File: src/rtl/dual_pwm_pkg.sv
package dual_pwm_pkg;
  localparam int CNT_W  = 16;
  localparam int DUTY_W = 16;
  localparam int NUM_PH = 2;

  typedef struct packed {
    logic              run;
    logic [NUM_PH-1:0] start;
  } pwm_tick_t;
endpackage

File: src/rtl/dual_pwm_ctrl.sv
module dual_pwm_ctrl
  import dual_pwm_pkg::*;
#(
  parameter int PERIOD_CYC = 400
) (
  input  logic                          clk,
  input  logic                          rstN,
  input  logic                          enable,
  output pwm_tick_t                     tick,
  output logic [NUM_PH-1:0][CNT_W-1:0]  posPh,
  output logic                          periodStrobe
);
  localparam int LAST = PERIOD_CYC - 1;

  logic [CNT_W-1:0]  cnt;
  logic [NUM_PH-1:0] startVec;

  always_ff @(posedge clk or negedge rstN) begin
    if (!rstN)                     cnt <= '0;
    else if (!enable)              cnt <= '0;
    else if (cnt == CNT_W'(LAST))  cnt <= '0;
    else                           cnt <= cnt + 1'b1;
  end

  for (genvar g = 0; g < NUM_PH; g++) begin : gPhase
    localparam int OFF = g * PERIOD_CYC / NUM_PH;
    assign startVec[g] = enable && (cnt == CNT_W'(OFF));
    if (OFF == 0) begin : gZero
      assign posPh[g] = cnt;
    end else begin : gShift
      assign posPh[g] = (cnt >= CNT_W'(OFF)) ? cnt - CNT_W'(OFF)
                                             : cnt + CNT_W'(PERIOD_CYC - OFF);
    end
  end

  assign tick.run   = enable;
  assign tick.start = startVec;

  always_ff @(posedge clk or negedge rstN) begin
    if (!rstN) periodStrobe <= 1'b0;
    else       periodStrobe <= startVec[0];
  end
endmodule

File: src/rtl/dual_pwm_dp.sv
module dual_pwm_dp
  import dual_pwm_pkg::*;
#(
  parameter int PERIOD_CYC = 400,
  parameter int MAX_PCT    = 90
) (
  input  logic                          clk,
  input  logic                          rstN,
  input  logic                          faultIn,
  input  pwm_tick_t                     tick,
  input  logic [NUM_PH-1:0][CNT_W-1:0]  posPh,
  input  logic [DUTY_W-1:0]             mainDuty,
  input  logic [DUTY_W-1:0]             balanceCorr,
  output logic [NUM_PH-1:0]             pwmOut
);
  localparam int ON_MAX = PERIOD_CYC * MAX_PCT / 100;
  localparam int OW     = CNT_W + 1;
  localparam int PW     = DUTY_W - 1 + OW;

  logic signed [DUTY_W:0] mainExt;
  logic signed [DUTY_W:0] corrExt;

  assign mainExt = $signed({mainDuty[DUTY_W-1], mainDuty});
  assign corrExt = $signed({balanceCorr[DUTY_W-1], balanceCorr});

  for (genvar g = 0; g < NUM_PH; g++) begin : gPh
    localparam bit ADD_CORR = (g % 2) == 0;

    logic signed [DUTY_W:0] sumD;
    logic [DUTY_W-1:0]      posDuty;
    logic [PW-1:0]          prod;
    logic [PW-1:0]          onShift;
    logic [CNT_W-1:0]       onNew;
    logic [CNT_W-1:0]       onReg;
    logic [CNT_W-1:0]       onEff;
    logic                   pwmQ;

    if (ADD_CORR) begin : gAdd
      assign sumD = mainExt + corrExt;
    end else begin : gSub
      assign sumD = mainExt - corrExt;
    end

    assign posDuty = sumD[DUTY_W] ? '0 : sumD[DUTY_W-1:0];
    assign prod    = PW'(posDuty) * PW'(PERIOD_CYC);
    assign onShift = prod >> (DUTY_W - 1);
    assign onNew   = (onShift > PW'(ON_MAX)) ? CNT_W'(ON_MAX) : onShift[CNT_W-1:0];
    assign onEff   = tick.start[g] ? onNew : onReg;

    always_ff @(posedge clk or negedge rstN) begin
      if (!rstN)              onReg <= '0;
      else if (!tick.run)     onReg <= '0;
      else if (tick.start[g]) onReg <= onNew;
    end

    always_ff @(posedge clk or negedge rstN) begin
      if (!rstN) pwmQ <= 1'b0;
      else       pwmQ <= tick.run && !faultIn && (posPh[g] < onEff);
    end

    assign pwmOut[g] = pwmQ;
  end
endmodule

File: src/rtl/dual_phase_pwm.sv
module dual_phase_pwm
  import dual_pwm_pkg::*;
#(
  parameter int PERIOD_CYC = 400,
  parameter int MAX_PCT    = 90
) (
  input  logic        clk,
  input  logic        rstN,
  input  logic        enable,
  input  logic        faultIn,
  input  logic [15:0] mainDuty,
  input  logic [15:0] balanceCorr,
  output logic        pwmPh1,
  output logic        pwmPh2,
  output logic        periodStrobe
);
  pwm_tick_t                    tick;
  logic [NUM_PH-1:0][CNT_W-1:0] posPh;
  logic [NUM_PH-1:0]            pwmVec;

  dual_pwm_ctrl #(.PERIOD_CYC(PERIOD_CYC)) uCtrl (
    .clk          (clk),
    .rstN         (rstN),
    .enable       (enable),
    .tick         (tick),
    .posPh        (posPh),
    .periodStrobe (periodStrobe)
  );

  dual_pwm_dp #(.PERIOD_CYC(PERIOD_CYC), .MAX_PCT(MAX_PCT)) uDp (
    .clk         (clk),
    .rstN        (rstN),
    .faultIn     (faultIn),
    .tick        (tick),
    .posPh       (posPh),
    .mainDuty    (mainDuty),
    .balanceCorr (balanceCorr),
    .pwmOut      (pwmVec)
  );

  assign pwmPh1 = pwmVec[0];
  assign pwmPh2 = pwmVec[1];
endmodule

File: config.mk
export PLATFORM = sky130hd
export DESIGN_NAME = dual_phase_pwm
export DESIGN_NICKNAME = d
export VERILOG_FILES = /design/src/rtl/dual_pwm_pkg.sv /design/src/rtl/dual_pwm_ctrl.sv /design/src/rtl/dual_pwm_dp.sv /design/src/rtl/dual_phase_pwm.sv
export SDC_FILE = /design/constraint.sdc
export NUM_CORES = 1
export LEC_CHECK = 0
export BUFFER_PORTS_ARGS = -buffer_cell sky130_fd_sc_hd__buf_4
export CAP_MARGIN = 10
export CORE_ASPECT_RATIO = 1.4
export CORE_MARGIN = 8
export CORE_UTILIZATION = 30
export CTS_BUF_LIST = sky130_fd_sc_hd__clkbuf_4 sky130_fd_sc_hd__clkbuf_8 sky130_fd_sc_hd__clkbuf_16
export DETAILED_ROUTE_END_ITERATION = 12
export PLACE_DENSITY = 0.51
export SYNTH_ARGS = -nofsm -noshare
export SYNTH_HDL_FRONTEND = slang
export SYNTH_HIERARCHICAL = 1
export SYNTH_SLANG_ARGS = --single-unit
File: constraint.sdc
create_clock -name clk -period 4.6 [get_ports clk]
set_clock_uncertainty 0.15 [all_clocks]
set_input_delay 0.92 -clock clk [delete_from_list [all_inputs] [get_ports clk]]
set_output_delay 0.92 -clock clk [all_outputs]
set_load 0.01 [all_outputs]
# ---- Word level (Yosys, flattened, before mapping)
# Cells that the tools add are included.
dict set report totals {
  mem_bits_ro 0
  inputBits 36
  latch_bits 0
  output_inout_bits 3
  mem_count 0
  register_bits 51
  ram_bits 0
  wordCells 38
}
dict set report classes {
  shifts 0
  magnitude_cmp 5
  add_sub_neg 5
  n_reduce_logical 7
  n_mul 2
  n_eq_ne 2
  n_div 0
  bitwise_logic 0
  n_mux 11
}
# op count
set op_table {}
lappend op_table {{2-to-1 mux 16 bit} 9}
lappend op_table {{multiplier 16 x 5 -> 21 bit, second input constant} 2}
lappend op_table {{less-than comparator 16 bit} 2}
lappend op_table {{greater-than comparator 10 x 9 -> 1 bit, second input constant} 2}
lappend op_table {{2-to-1 mux 10 bit} 2}
lappend op_table {{adder 16 x 16 -> 17 bit} 1}
lappend op_table {{subtractor 16 x 16 -> 17 bit} 1}
lappend op_table {{adder 16 x 1 -> 16 bit, second input constant} 1}
lappend op_table {{adder 16 x 8 -> 16 bit, second input constant} 1}
lappend op_table {{equality test 16 x 8 -> 1 bit, second input constant} 1}
lappend op_table {{equality test 16 x 9 -> 1 bit, second input constant} 1}
lappend op_table {{greater-or-equal comparator 16 x 8 -> 1 bit, second input constant} 1}
lappend op_table {{logical NOT 16 bit} 1}
lappend op_table {{subtractor 16 x 8 -> 16 bit, second input constant} 1}
lappend op_table {{logical AND 1 bit} 5}
lappend op_table {{logical NOT 1 bit} 1}

# ---- Depth between registers and ports, before layout
# Gate-level depths: netlist (run 1).
dict set report depth {
  ltp_word 8
  ltp_mapped 39
  ltp_nobuf 37
}

# ---- Modules after synthesis
# Netlist (run 1), hierarchy kept.
# module cells_each seq_area_each_um2 area_each_um2 instances
set modules_own_cells {}
lappend modules_own_cells {dual_pwm_dp 874 850.8 7136.8 1}
lappend modules_own_cells {dual_pwm_ctrl 150 425.4 1306.3 1}

# ---- Least setup slack after synthesis (run 1)
# No wires, ideal clock.
dict set report synth_path {
  path_type {input-to-reg}
  from {in mainDuty[0]}
  to {reg uDp.gPh[0].pwmQ}
  cell_stages 33
  setup_time_ps 67
  path_buffers 2
  path_slack_ps -3829
  arrival_ps 8212
  required_ps 4383
  path_cell_list {ha_1 -> fa_1 -> nor2b_2 -> o211a_4 -> o311ai_4 -> a31oi_1 -> nor2_1 -> clkbuf_1 -> nor2_1 -> ha_1 -> ha_1 -> fa_1 -> ha_1 -> nand4_1 -> nor2_1 -> or4b_4 -> and2_1 -> buf_6 -> a2111oi_4 -> nor4b_1 -> a311oi_2 -> o22ai_1 -> ha_1 -> a21o_1 -> a21o_1 -> a21o_1 -> a21o_1 -> a21o_1 -> a21oi_1 -> nor2b_1 -> a2111oi_0 -> o21a_1 -> a41o_1}
}
dict set report synth_via {
  elab_chain_len 8
}
# item line
set synth_rtl {}
lappend synth_rtl {{from (decl)} dual_phase_pwm.sv:11} ;# input logic [15:0] mainDuty,
lappend synth_rtl {{adder 16 x 16 -> 17 bit *} dual_pwm_dp.sv:39} ;# assign sumD = mainExt + corrExt;
lappend synth_rtl {{2-to-1 mux 16 bit *} dual_pwm_dp.sv:44} ;# assign posDuty = sumD[DUTY_W] ? '0 : sumD[DUTY_W-1:0];
lappend synth_rtl {{multiplier 16 x 5 -> 21 bit *} dual_pwm_dp.sv:45} ;# assign prod = PW'(posDuty) * PW'(PERIOD_CYC);
lappend synth_rtl {{greater-than comparator 10 x 9 -> 1 bit} dual_pwm_dp.sv:47} ;# assign onNew = (onShift > PW'(ON_MAX)) ? CNT_W'(ON_MAX) : onShift[CNT_W-1:0];
lappend synth_rtl {{2-to-1 mux 10 bit *} dual_pwm_dp.sv:47}
lappend synth_rtl {{2-to-1 mux 16 bit *} n/a}
lappend synth_rtl {{less-than comparator 16 bit *} dual_pwm_dp.sv:58} ;# else pwmQ <= tick.run && !faultIn && (posPh[g] < onEff);
lappend synth_rtl {{logical AND 1 bit *} dual_pwm_dp.sv:58}
lappend synth_rtl {{to (signal assigned)} dual_pwm_dp.sv:58}
lappend synth_rtl {{to (decl)} dual_pwm_dp.sv:36} ;# logic pwmQ;
# Every way passes the cells marked *; elsewhere a longest branch is shown, timed or not.

# ---- Worst setup path after layout (run 1)
# Same ends and word-level chain as after synthesis.

==> metrics.cfg, run 1 <==
[final_layout]
fillCellCount=2693
drive_gt1_share_pct=40.2
final-seq-area_um2=1280
multi_input_area_um2=7440
instances_no_fill=1731
area_delta_synth_final_pct=52.0
diodes=0
final_cell_area_um2=12800
fin_nets=1584

[critical_path]
crit_top_cell=buf_6
crit_family=compound AO/OA/AOI/OAI gates
slowest_delay_ns=0.49
cp-end-kind=flop
critPathSlowestCell=or4b_4
start_kind=input port
cp.required_ns=4.68
cp_max_fo=5
cp.arrival_ns=7.76
crit_type=input port to flop
path_buf_inv=6

[clock_network]
cts_root_buf=clkbuf_16
cts_hold_buf=0
cts_max_level=2
clockBufferDepth=2
cts_made_buffers=5
tritoncts=done
clk_pin_slew_ns=0.07
clock_latency_ns=0.30
cts_sinks=51

[sta]
rsz0062_at_grt=true
maxSlewHeadroom_pct=35.6
tns_ns=-39.47
setup_viol=20
fin_crit_ns=7.67
slew_violations=0
setup_slack_ns=-3.07
worstMarginPinSlew_ns=0.961
hold_viol_final=0
fin_crit_sh_pct=167
fmax_mhz=130

[grt]
grt_pass1_vias=8717
globalRouteOverflowTotal=0
grt_max_degree=52
met1_usage_pct=16.1
grt_antenna_before_repair=0
use_met2_pct=29.7
grtUsageMet3_pct=1.37
grt_pass1_wl_um=41700
top_usage_layer=met2
track_usage_pct=15.0

[placement]
post-place-ws_ns=-3.58
placed_cells=1670
io_buffers=38
gp_congestion=0.859
place_area_um2=11400
dp_hpwl_um=20700

[yosys]
synth_edf_count=0
synth_common_cells=ha_1, inv_1, nor2_1, nand2_1, a21oi_1
synthFlopType=dfrtp_1
syn-cell-area_um2=8440
yosysWarningCount=6
synth_seq_cells=51
avgSynthCellArea_um2=8.25
ys_types=88
seq_area_frac_synth_pct=15.1
synth_cells=1024
yosys.cell_count.top_type=ha_1
yosysTopAreaCell=ha_1
yosysTopAreaCellShare_pct=24.6
postSynth.asyncResetShare_pct=100
yosys-top-cells-area=ha_1, dfrtp_1, fa_1, inv_1, xnor2_1
synth_nets=1248

[die]
dieArea_um2=33800
start_util_pct=30.5
die_y_um=214
pin_count=39
rows=72
dieWidth_um=158
core_region_area_um2=27700

[detailed_routing]
wl_per_cell_um=14.7
wirelength_um=25400
drcViolationCount=0
drt-pass1-iter-count=6
drtIter0Drc=227
antenna_left=0
via_per_inst=4.77
vias=8256

[power_and_ir_drop]
max-vdd-ir-drop_v=0.000207
power_mw=6.54
powerDensity_nw_per_um2=510
p_leak_nw=6.48

[min_path]
hold_path_class=flop to flop

[outcome]
status=finished, violations left
violations=setup timing

[flow_run]
cap_viol_max_count=0

==> cell type report <==
class                           count  area share (%)
Sequential cell                    51            9.95
Timing Repair Buffer              374            23.4
Multi-Input combinational cell    812            58.0
Inverter                          116            3.51
Clock buffer                        5           0.975
Tap cell                          370            3.61
Clock inverter                      3           0.527
==> metrics by stage <==
step / utilization [%] / hold slack, ns
after floorplan: - / 0.316
after global placement: 41.2 / 0.335
after detailed placement: 41.2 / 0.347
after CTS: 44.7 / 0.365
after global routing: 46.4 / 0.382
final: 46.4 / 0.358
==> sequential cells by signal (all words and copies together), names as in the netlist <==
signal and flops:
uDp/gPh.onReg 32, uCtrl/cnt 16, uDp/gPh.pwmQ 2, uCtrl/periodStrobe 1
==> final timing paths <==
| kind | end | from | cells past startpoint | slack, ns |
|---|---|---|---|---|
| min in group asynchronous | uDp/gPh[0].onReg[11] | rstN | 1 | 0.50 |
| worst max register to register | uDp/gPh[0].pwmQ | uCtrl/cnt[11] | 19 | 0.23 |
| worst min-delay path | uDp/gPh[1].onReg[12] | uDp/gPh[1].onReg[12] | 2 | 0.36 |
| worst max-delay path | uDp/gPh[0].pwmQ | mainDuty[0] | 35 | -3.07 |
| max in group asynchronous | uDp/gPh[1].onReg[12] | rstN | 1 | 3.33 |
| worst min register to register | uDp/gPh[1].onReg[12] | uDp/gPh[1].onReg[12] | 2 | 0.36 |
==> logic make-up after synthesis <==
family | Yosys count | synth area share [%]
AOI/OAI and AO/OA | 229 | 20.0
xor gates and xnor gates | 59 | 6.12
adders and majority gates | 188 | 29.8
buffers and inverters | 161 | 7.91
DFF | 51 | 15.1
muxes | 12 | 1.54
and+or+nand+nor | 324 | 19.5
==> power breakdown <==
group          total [mW]  switching [mW]  internal [mW]
clock network       0.488           0.176          0.312
logic                5.57            2.60           2.97
registers           0.486          0.0143          0.471
==> worst min-delay path: cells and delay by family, from the launching register on <==
kind             cells  cell delay [ns]
flip-flops           1             0.33
AND/OR/NAND/NOR      2             0.15
==> per-layer routing <==
metal  share of wire (%)  up-vias
met3                 2.0       37
met2                  56       98
met4                 2.5        0
met1                  40     3864
li1                    -     4257
met5                   0        -
==> cell usage in the layout, fill, tap and decap left out, drive strengths merged, types with 22 or more instances in the layout <==
cell type / instances
a21o: 26
xnor2: 43
fa: 22
o21ai: 31
a21oi: 64
buf: 374
nor2b: 25
nand2: 73
nor2: 90
dfrtp: 51
ha: 166
inv: 114
==> repair_timing <==
action                     4_1_cts  5_1_grt
pin swaps                       64       40
hold endpoints to repair         0        0
resized for setup               88       72
gates cloned                     1        0
setup endpoints to repair       20       20
buffers inserted                36       24
Power figures use the tool's default switching activity.
==> inputs of run 2 (changes only) <==
--- a/config.mk
+++ b/config.mk
@@ -12,6 +12,7 @@
 export CORE_UTILIZATION = 30
 export CTS_BUF_LIST = sky130_fd_sc_hd__clkbuf_4 sky130_fd_sc_hd__clkbuf_8 sky130_fd_sc_hd__clkbuf_16
 export DETAILED_ROUTE_END_ITERATION = 12
+export GPL_TIMING_DRIVEN = 0
 export PLACE_DENSITY = 0.51
 export SYNTH_ARGS = -nofsm -noshare
 export SYNTH_HDL_FRONTEND = slang
==> metrics.cfg, run 2 (synthesis gave the netlist of run 1 again) <==
[final_layout]
final_cell_mix=ha_1, buf_4, inv_1  ; was buf_4, ha_1, inv_1
drive_gt1_share_pct=28.3  ; was 40.2%
area_delta_synth_final_pct=31.1  ; was 52.0%
fin_nets=1366  ; was 1584
reg.largest.list=uDp/gPh.onReg (32), uCtrl/cnt (16), uDp/gPh.pwmQ (2)  ; unchanged
largest_reg_flops=32  ; unchanged
diodes=0  ; unchanged
regMostFlops=uDp/gPh.onReg  ; unchanged
post-route-util_pct=40.0  ; was 46.4%
final_cell_area_um2=11100  ; was 12800 um2
instances_no_fill=1513  ; was 1731
layout_commonest_cell=ha_1  ; was buf_4

[clock_network]
clock_latency_ns=0.29  ; was 0.30 ns
cts_made_buffers=5  ; unchanged
tritoncts=done  ; unchanged
clk_pin_slew_ns=0.07  ; about the same
cts_sinks=51  ; unchanged
cts_hold_buf=0  ; unchanged
cts_root_buf=clkbuf_16  ; unchanged
cts_max_level=2  ; unchanged
clockBufferDepth=2  ; unchanged

[sta]
setup_viol=20  ; unchanged
setup_slack_ns=-3.06  ; was -3.07 ns
worstMarginPinSlew_ns=0.814  ; was 0.961 ns
hold_viol_final=0  ; unchanged
maxSlewHeadroom_pct=45.3  ; was 35.6%
fin_crit_sh_pct=167  ; about the same
fmax_mhz=131  ; was 130 MHz
rsz0062_at_grt=true  ; unchanged
tns_ns=-38.96  ; was -39.47 ns
slew_violations=0  ; unchanged
hold_ws_ns=0.352  ; was 0.358 ns
fin_crit_ns=7.66  ; was 7.67 ns

[power_and_ir_drop]
powerDensity_nw_per_um2=499  ; was 510 nW/um2
power_mw=5.53  ; was 6.54 mW
p_leak_nw=5.36  ; was 6.48 nW
max-vdd-ir-drop_v=0.000229  ; was 0.000207 V

[detailed_routing]
drt-pass1-iter-count=4  ; was 6
vias=7573  ; was 8256
drcViolationCount=0  ; unchanged
drtIter0Drc=270  ; was 227
wirelength_um=23700  ; was 25400 um
antenna_left=0  ; unchanged
via_per_inst=5.01  ; was 4.77
wl_per_cell_um=15.6  ; was 14.7 um

[placement]
dp_hpwl_um=18900  ; was 20700 um
place_area_um2=9520  ; was 11400 um2
gp_congestion=0.858  ; was 0.859
post-place-ws_ns=-4.21  ; was -3.58 ns
placed_cells=1432  ; was 1670
io_buffers=38  ; unchanged

[die]
dieWidth_um=158  ; unchanged
dieArea_um2=33800  ; unchanged
core_region_area_um2=27700  ; unchanged
start_util_pct=30.5  ; unchanged
rows=72  ; unchanged
die_y_um=214  ; unchanged
pin_count=39  ; unchanged

[critical_path]
cp_max_fo=6  ; was 5
slowest_delay_ns=0.52  ; was 0.49 ns
cp-end-kind=flop  ; unchanged
cp.arrival_ns=7.74  ; was 7.76 ns
crit_type=input port to flop  ; unchanged
critPathSlowestCell=fa_1  ; was or4b_4
crit_top_cell=ha_4  ; was buf_6
cp.required_ns=4.68  ; about the same
start_kind=input port  ; unchanged

[outcome]
violations=setup timing  ; unchanged
status=finished, violations left  ; unchanged

[grt]
track_usage_pct=13.9  ; was 15.0%
grt_pass1_wl_um=38400  ; was 41700 um
grt_pass1_vias=7816  ; was 8717
grt_max_degree=52  ; unchanged
grt_antenna_before_repair=0  ; unchanged
globalRouteOverflowTotal=0  ; unchanged

[flow_run]
cap_viol_max_count=0  ; unchanged

[min_path]
hold_path_class=flop to flop  ; unchanged

run 2: cell count changes in the layout (fill, tap and decap cells not counted), moves of 5 or more:
cell,previous run,this run
buf_12,6,1
clkbuf_1,0,13
inv_1,103,109
inv_2,9,4
buf_6,23,18
buf_4,342,109
ha_1,138,133
run 2: power by group:
| group | total, mW | leakage [nW] | internal, mW | switching [mW] |
|---|---|---|---|---|
| Clock | 0.380 | 0.0740 | 0.202 | 0.178 |
| Sequential | 0.486 | 0.704 | 0.471 | 0.0144 |
| Combinational | 4.66 | 4.58 | 2.21 | 2.46 |
run 2: final cells by class:
cell class	count	area, um2
Tap cell	370	463
Multi-Input combinational cell	812	7510
Inverter	116	448
Clock inverter	3	18.8
Buffer	39	256
Fill cell	2857	16600
Sequential cell	51	1280
Timing Repair Buffer	117	968
Clock buffer	5	125
run 2: routing by layer:
metal | GRT usage (%) | vias to the layer above | routed length [um]
li1 | - | 3826 | -
met1 | 15.2 | 3590 | 9580
met2 | 26.5 | 117 | 12900
met3 | 1.33 | 40 | 533
met4 | 5.35 | 0 | 709
met5 | 0 | - | 0
run 2: worst paths after layout:
| check | start | endpoint | slack (ns) | cells past startpoint |
|---|---|---|---|---|
| worst min-delay path | uDp/gPh[1].onReg[5] | uDp/gPh[1].onReg[5] | 0.35 | 1 |
| worst max register to register | uCtrl/cnt[9] | uDp/gPh[0].pwmQ | -0.88 | 19 |
| worst min register to register | uDp/gPh[1].onReg[5] | uDp/gPh[1].onReg[5] | 0.35 | 1 |
| max in group asynchronous | rstN | uCtrl/cnt[15] | 3.31 | 1 |
| min in group asynchronous | rstN | uDp/gPh[0].onReg[11] | 0.49 | 1 |
| worst max-delay path | mainDuty[0] | uDp/gPh[0].pwmQ | -3.06 | 32 |
run 2: timing repair:
| item | in CTS | in global routing |
|---|---|---|
| setup endpoints to repair | 20 | 20 |
| setup buffers | 48 | 32 |
| gates cloned | 1 | 0 |
| pin swaps | 62 | 46 |
| gates resized for setup | 81 | 77 |
| hold endpoints to repair | 0 | 0 |
run 2: critical path, delay by kind of cell:
family | cells | cell delay (ns)
mux | 1 | 0.38
compound gates | 14 | 3.12
buf+inv | 4 | 0.40
fa+ha+maj | 7 | 2.16
simple gates | 6 | 0.76
